[src/rtl/mhq_pkg.sv]
package mhq_pkg;

    typedef enum logic {
        MODE_HALF    = 1'b0,
        MODE_QUARTER = 1'b1
    } div_mode_e;

    typedef enum logic {
        ST_EMPTY = 1'b0,
        ST_FULL  = 1'b1
    } out_state_e;

    // multiple of p folded into X before the shift
    typedef enum logic [2:0] {
        MUL_ZERO,
        MUL_ADD1,
        MUL_SUB1,
        MUL_SUB2,
        MUL_SUB3
    } mult_e;

endpackage

[src/rtl/mhq_mult_sel.sv]
module mhq_mult_sel
    import mhq_pkg::*;
(
    input  div_mode_e  mode,
    input  logic [1:0] x_lo,
    input  logic [1:0] p_lo,
    output mult_e      sel
);
    logic [1:0] diff_lo;

    // low two bits of X - p
    assign diff_lo = x_lo - p_lo;

    always_comb begin
        sel = MUL_ZERO;
        unique case (mode)
            MODE_HALF: begin
                sel = x_lo[0] ? MUL_ADD1 : MUL_ZERO;
            end
            MODE_QUARTER: begin
                unique case (x_lo)
                    2'b00: sel = MUL_ZERO;
                    2'b10: sel = MUL_SUB2;
                    default: sel = (diff_lo == 2'b10) ? MUL_SUB3 : MUL_SUB1;
                endcase
            end
        endcase
    end
endmodule

[src/rtl/mhq_core.sv]
module mhq_core
    import mhq_pkg::*;
#(
    parameter int N = 16
) (
    input  logic [N-1:0] x,
    input  logic [N-1:0] p,
    input  div_mode_e    mode,
    input  mult_e        sel,
    output logic [N-1:0] res
);
    localparam int W = N + 3;

    logic signed [W-1:0] xs, ps, p2, p3;
    logic signed [W-1:0] acc, shifted, fixed;

    assign xs = $signed({3'b000, x});
    assign ps = $signed({3'b000, p});
    assign p2 = ps <<< 1;
    assign p3 = ps + p2;

    always_comb begin
        acc = xs;
        unique case (sel)
            MUL_ZERO: acc = xs;
            MUL_ADD1: acc = xs + ps;
            MUL_SUB1: acc = xs - ps;
            MUL_SUB2: acc = xs - p2;
            MUL_SUB3: acc = xs - p3;
            default:  acc = xs;
        endcase
    end

    assign shifted = (mode == MODE_QUARTER) ? (acc >>> 2) : (acc >>> 1);
    assign fixed   = shifted[W-1] ? (shifted + ps) : shifted;
    assign res     = fixed[N-1:0];
endmodule

[src/rtl/mhq_unit.sv]
module mhq_unit
    import mhq_pkg::*;
#(
    parameter int N = 16
) (
    input  logic         clk,
    input  logic         rst_n,
    input  logic         in_valid,
    input  logic         in_mode,
    input  logic [N-1:0] in_x,
    input  logic [N-1:0] in_p,
    output logic         out_valid,
    output logic [N-1:0] out_res
);
    div_mode_e    mode;
    mult_e        sel;
    logic [N-1:0] comb_res;
    out_state_e   state, state_nx;
    logic [N-1:0] res_q;

    assign mode = div_mode_e'(in_mode);

    mhq_mult_sel sel_i (
        .mode (mode),
        .x_lo (in_x[1:0]),
        .p_lo (in_p[1:0]),
        .sel  (sel)
    );

    mhq_core #(.N(N)) core_i (
        .x    (in_x),
        .p    (in_p),
        .mode (mode),
        .sel  (sel),
        .res  (comb_res)
    );

    always_comb begin
        state_nx = state;
        unique case (state)
            ST_EMPTY: state_nx = in_valid ? ST_FULL : ST_EMPTY;
            ST_FULL:  state_nx = in_valid ? ST_FULL : ST_EMPTY;
        endcase
    end

    always_ff @(posedge clk) begin
        if (!rst_n) begin
            state <= ST_EMPTY;
            res_q <= '0;
        end else begin
            state <= state_nx;
            if (in_valid) res_q <= comb_res;
        end
    end

    always_comb begin
        out_valid = (state == ST_FULL);
        out_res   = res_q;
    end
endmodule

[config.mk]
export PLATFORM = sky130hd
export DESIGN_NAME = mhq_unit
export DESIGN_NICKNAME = d
export VERILOG_FILES = /design/src/rtl/mhq_pkg.sv /design/src/rtl/mhq_mult_sel.sv /design/src/rtl/mhq_core.sv /design/src/rtl/mhq_unit.sv
export SDC_FILE = /design/constraint.sdc
export NUM_CORES = 1
export LEC_CHECK = 0
export BUFFER_PORTS_ARGS = -buffer_cell sky130_fd_sc_hd__buf_2
export CAP_MARGIN = 20
export CORE_ASPECT_RATIO = 2
export CORE_MARGIN = 5
export CORE_UTILIZATION = 65
export CTS_CLUSTER_SIZE = 8
export DETAILED_ROUTE_END_ITERATION = 8
export PLACE_DENSITY = 0.91
export SLEW_MARGIN = 20
export SYNTH_ARGS = -nofsm -noshare
export SYNTH_HDL_FRONTEND = slang
export SYNTH_SLANG_ARGS = --single-unit
export TNS_END_PERCENT = 20
[constraint.sdc]
create_clock -name clk -period 11.3 [get_ports clk]
set_input_delay 1.13 -clock clk [delete_from_list [all_inputs] [get_ports clk]]
set_output_delay 1.13 -clock clk [all_outputs]
set_load 0.05 [all_outputs]
==> impl_metrics.ini <==
[critical_path]
r2r_start = out_res[12]
critPathSlowestCell = o31ai_1
max_stage_delay_ps = 520
worstPathRequired_ps = 11440
start_kind = primary input
r2r_slack_ps = 10500
endpoint = out_res[14]
crit_path_end_kind = register
cp_max_fo = 9
worst-r2r-cell-count = 2
crit_type = primary input to register
crit_start = in_p[1]
cp.arrival_ps = 7070
timing.rr.end = out_res[12]

[clock_tree]
clkTransAtPathRegs_ps = 50
cts_made_buffers = 3
clockRootBuffer = clkbuf_16
htreeDepth = 1
insertion_delay_ps = 250
ctsHoldBuffers = 0
cts_setup_buffers = 0
max-clock-path-buffers = 2
cts_tree = done
ctsResizeCount = 0
clock-sinks = 17

[placement]
dp_cells = 936
gp_congestion = 1.00
numPortBuffers = 52
hpwl_um = 15900
pre_cts_slack_ps = 4180
placed_cell_area_um2 = 6150

[yosys]
syn_nets = 937
syn_area_um2 = 5830
synthMostInstantiatedCell = ha_1
synthAdderAreaFrac_pct = 22.5
ys_types = 79
synth_edf_count = 0
synth_cells = 800
synthMuxAreaShare_pct = 1.22
async_flop_share_pct = 0
synth_top_family_by_area = compound AO/OA/AOI/OAI gates
synth_area_leader_cell = ha_1
yosys_warnings = 0
synth_xor_area_share_pct = 7.36
yosys.area_share.simple_pct = 19.8
synth_compound_area_share_pct = 38.3
ys_top_cells_by_area = ha_1, a21oi_1, dfxtp_1
synth_seq_area_share_pct = 5.84
synth_top_flop_cell = dfxtp_1
avgSynthCellArea_um2 = 7.29
synth.top_cell.area_share_pct = 20.4
synth_common_cells = ha_1, a21oi_1, nor2_1
ys_ff_latch = 17

[routing]
antenna_left = 0
vias_per_cell = 6.94
drt_wl_total_um = 19200
drt-initial-drc-count = 598
drc = 0
wire_per_inst_um = 20.4
vias = 6526
drtPass1Iterations = 8

[cells_and_area]
syn2layout_area_growth_pct = 6.83
multi_input_area_um2 = 5190
num-fill-cells = 786
diodes = 0
final-instance-count-excl-fill = 940
final_area_um2 = 6230
seq_area_um2 = 340
num-nets-final = 976
drive_above_1_share_pct = 11.1

[global_route]
antenna_found_initial = 0
grt_pass1_wl_um = 30800
track_usage_pct = 34.0
first_global_vias = 6573
grt_max_degree = 27
grt_remaining_overflow = 0

[timing]
grt_setup_unrepaired = false
finalCritPeriodShare_pct = 61.4
relSlewSlack_pct = 37.0
setup_violations = 0
fin_setup_tns_ps = 0
hold_violations = 0
worstMarginPinSlew_ps = 942
fmax_mhz = 144
finalCriticalPeriod_ps = 6930
fin_skew_ps = 0
slew_violations = 0
setup_ws_ps = 4370

[floorplan]
die_y_um = 144
pin_count = 53
coreArea_um2 = 8890
die-area_um2 = 11100
fp.dieW_um = 77.0
initial_core_util_pct = 65.6
num_rows = 49

[pwr]
p_leak_uw = 0.00283
irDropWorstVdd_mv = 0.134
power_density_nw_per_um2 = 102

[run_status]
status = finished clean

[hold_path]
hold_class = register to register

[run]
cap_violations = 0
cells in the final DEF, fill, tap and decap left out, types with 4 or more instances in the layout:
cell       Yosys  routed
o31ai_1       10      10
a221o_1        4       4
a221oi_1       6       6
buf_2          5      53
nand2_1       44      44
a21oi_1       74      74
a211o_1        6       6
nand3_1       24      24
and3_1         8       8
a2111oi_0      6       6
nand4_1        4       4
o22ai_1        7       7
xor2_1        19      19
ha_1          95      95
o21bai_1      10      10
nor2_1        72      72
o21ai_0       56      56
a2111oi_2      4       4
o21a_1        23      23
o211ai_1       4       4
o31a_1         4       4
inv_1         53      53
a211oi_1       8       8
xnor2_1       30      30
a31oi_1       19      19
a21o_1        17      17
or3_1         16      16
nor3_1        26      26
mux2i_1        6       6
o41ai_2        4       4
dfxtp_1       17      17
fa_1           6       6
nand2b_1      17      17
nor2b_1        8       8
o221a_2        4       4
worst min path at each step:
stage	start	endpoint	slack (ps)	cells after the start
after floorplan	out_res[2]	out_res[2]	710	2
after global placement	out_res[1]	out_res[1]	470	2
after detailed placement	out_res[1]	out_res[1]	480	2
after CTS	out_res[1]	out_res[1]	490	2
after global routing	out_res[1]	out_res[1]	540	2
final	out_res[1]	out_res[1]	490	2
through the flow:
step                power [µW]  utilization, %  hold slack, ps
floorplan                  445               -             712
global placement           540            69.1             467
detailed placement         554            69.1             481
CTS                        629            70.0             493
global route               687            70.0             535
finish                     637            70.0             486
final cells by class:
class | count | share of cell area (%)
inverter | 55 | 3.32
timing repair buffer | 55 | 4.50
sequential | 17 | 5.47
multi-input combinational | 707 | 83.4
clock buffer | 4 | 1.27
tap | 102 | 2.05
layer usage:
| metal | track usage [%] | vias to the layer above | wire length, µm |
|---|---|---|---|
| li1 | - | 3105 | - |
| met1 | 33.2 | 2977 | 6590 |
| met2 | 63.3 | 320 | 9890 |
| met3 | 3.14 | 124 | 1050 |
| met4 | 27.8 | 0 | 1690 |
| met5 | 0 | - | 0 |
critical path: cells and delay by family:
kind | cells | cell delay, ps
buffers and inverters | 1 | 190
AOI/OAI and AO/OA | 13 | 3450
xor gates and xnor gates | 2 | 270
and+or+nand+nor | 5 | 590
adders and majority gates | 4 | 1440
flip-flops by register name (all words and copies together) (netlist names):
register	count
out_valid	1
out_res	16
report_power, final:
group	internal, µW	switching (µW)	leakage (µW)
logic	192	305	0.00265
clock network	47.8	21.8	0.0000382
registers	67.3	3.24	0.000141
total	307	330	0.00283
cells by family (layout without fill, tap and decap cells):
family,Yosys count,in the layout
buffers and inverters,76,114
adder cells (fa/ha/maj),101,101
AO/OA/AOI/OAI,313,313
XOR/XNOR,49,49
flip-flops,17,17
multiplexers,7,7
AND/OR/NAND/NOR,237,237
Power figures use the tool's default switching activity.
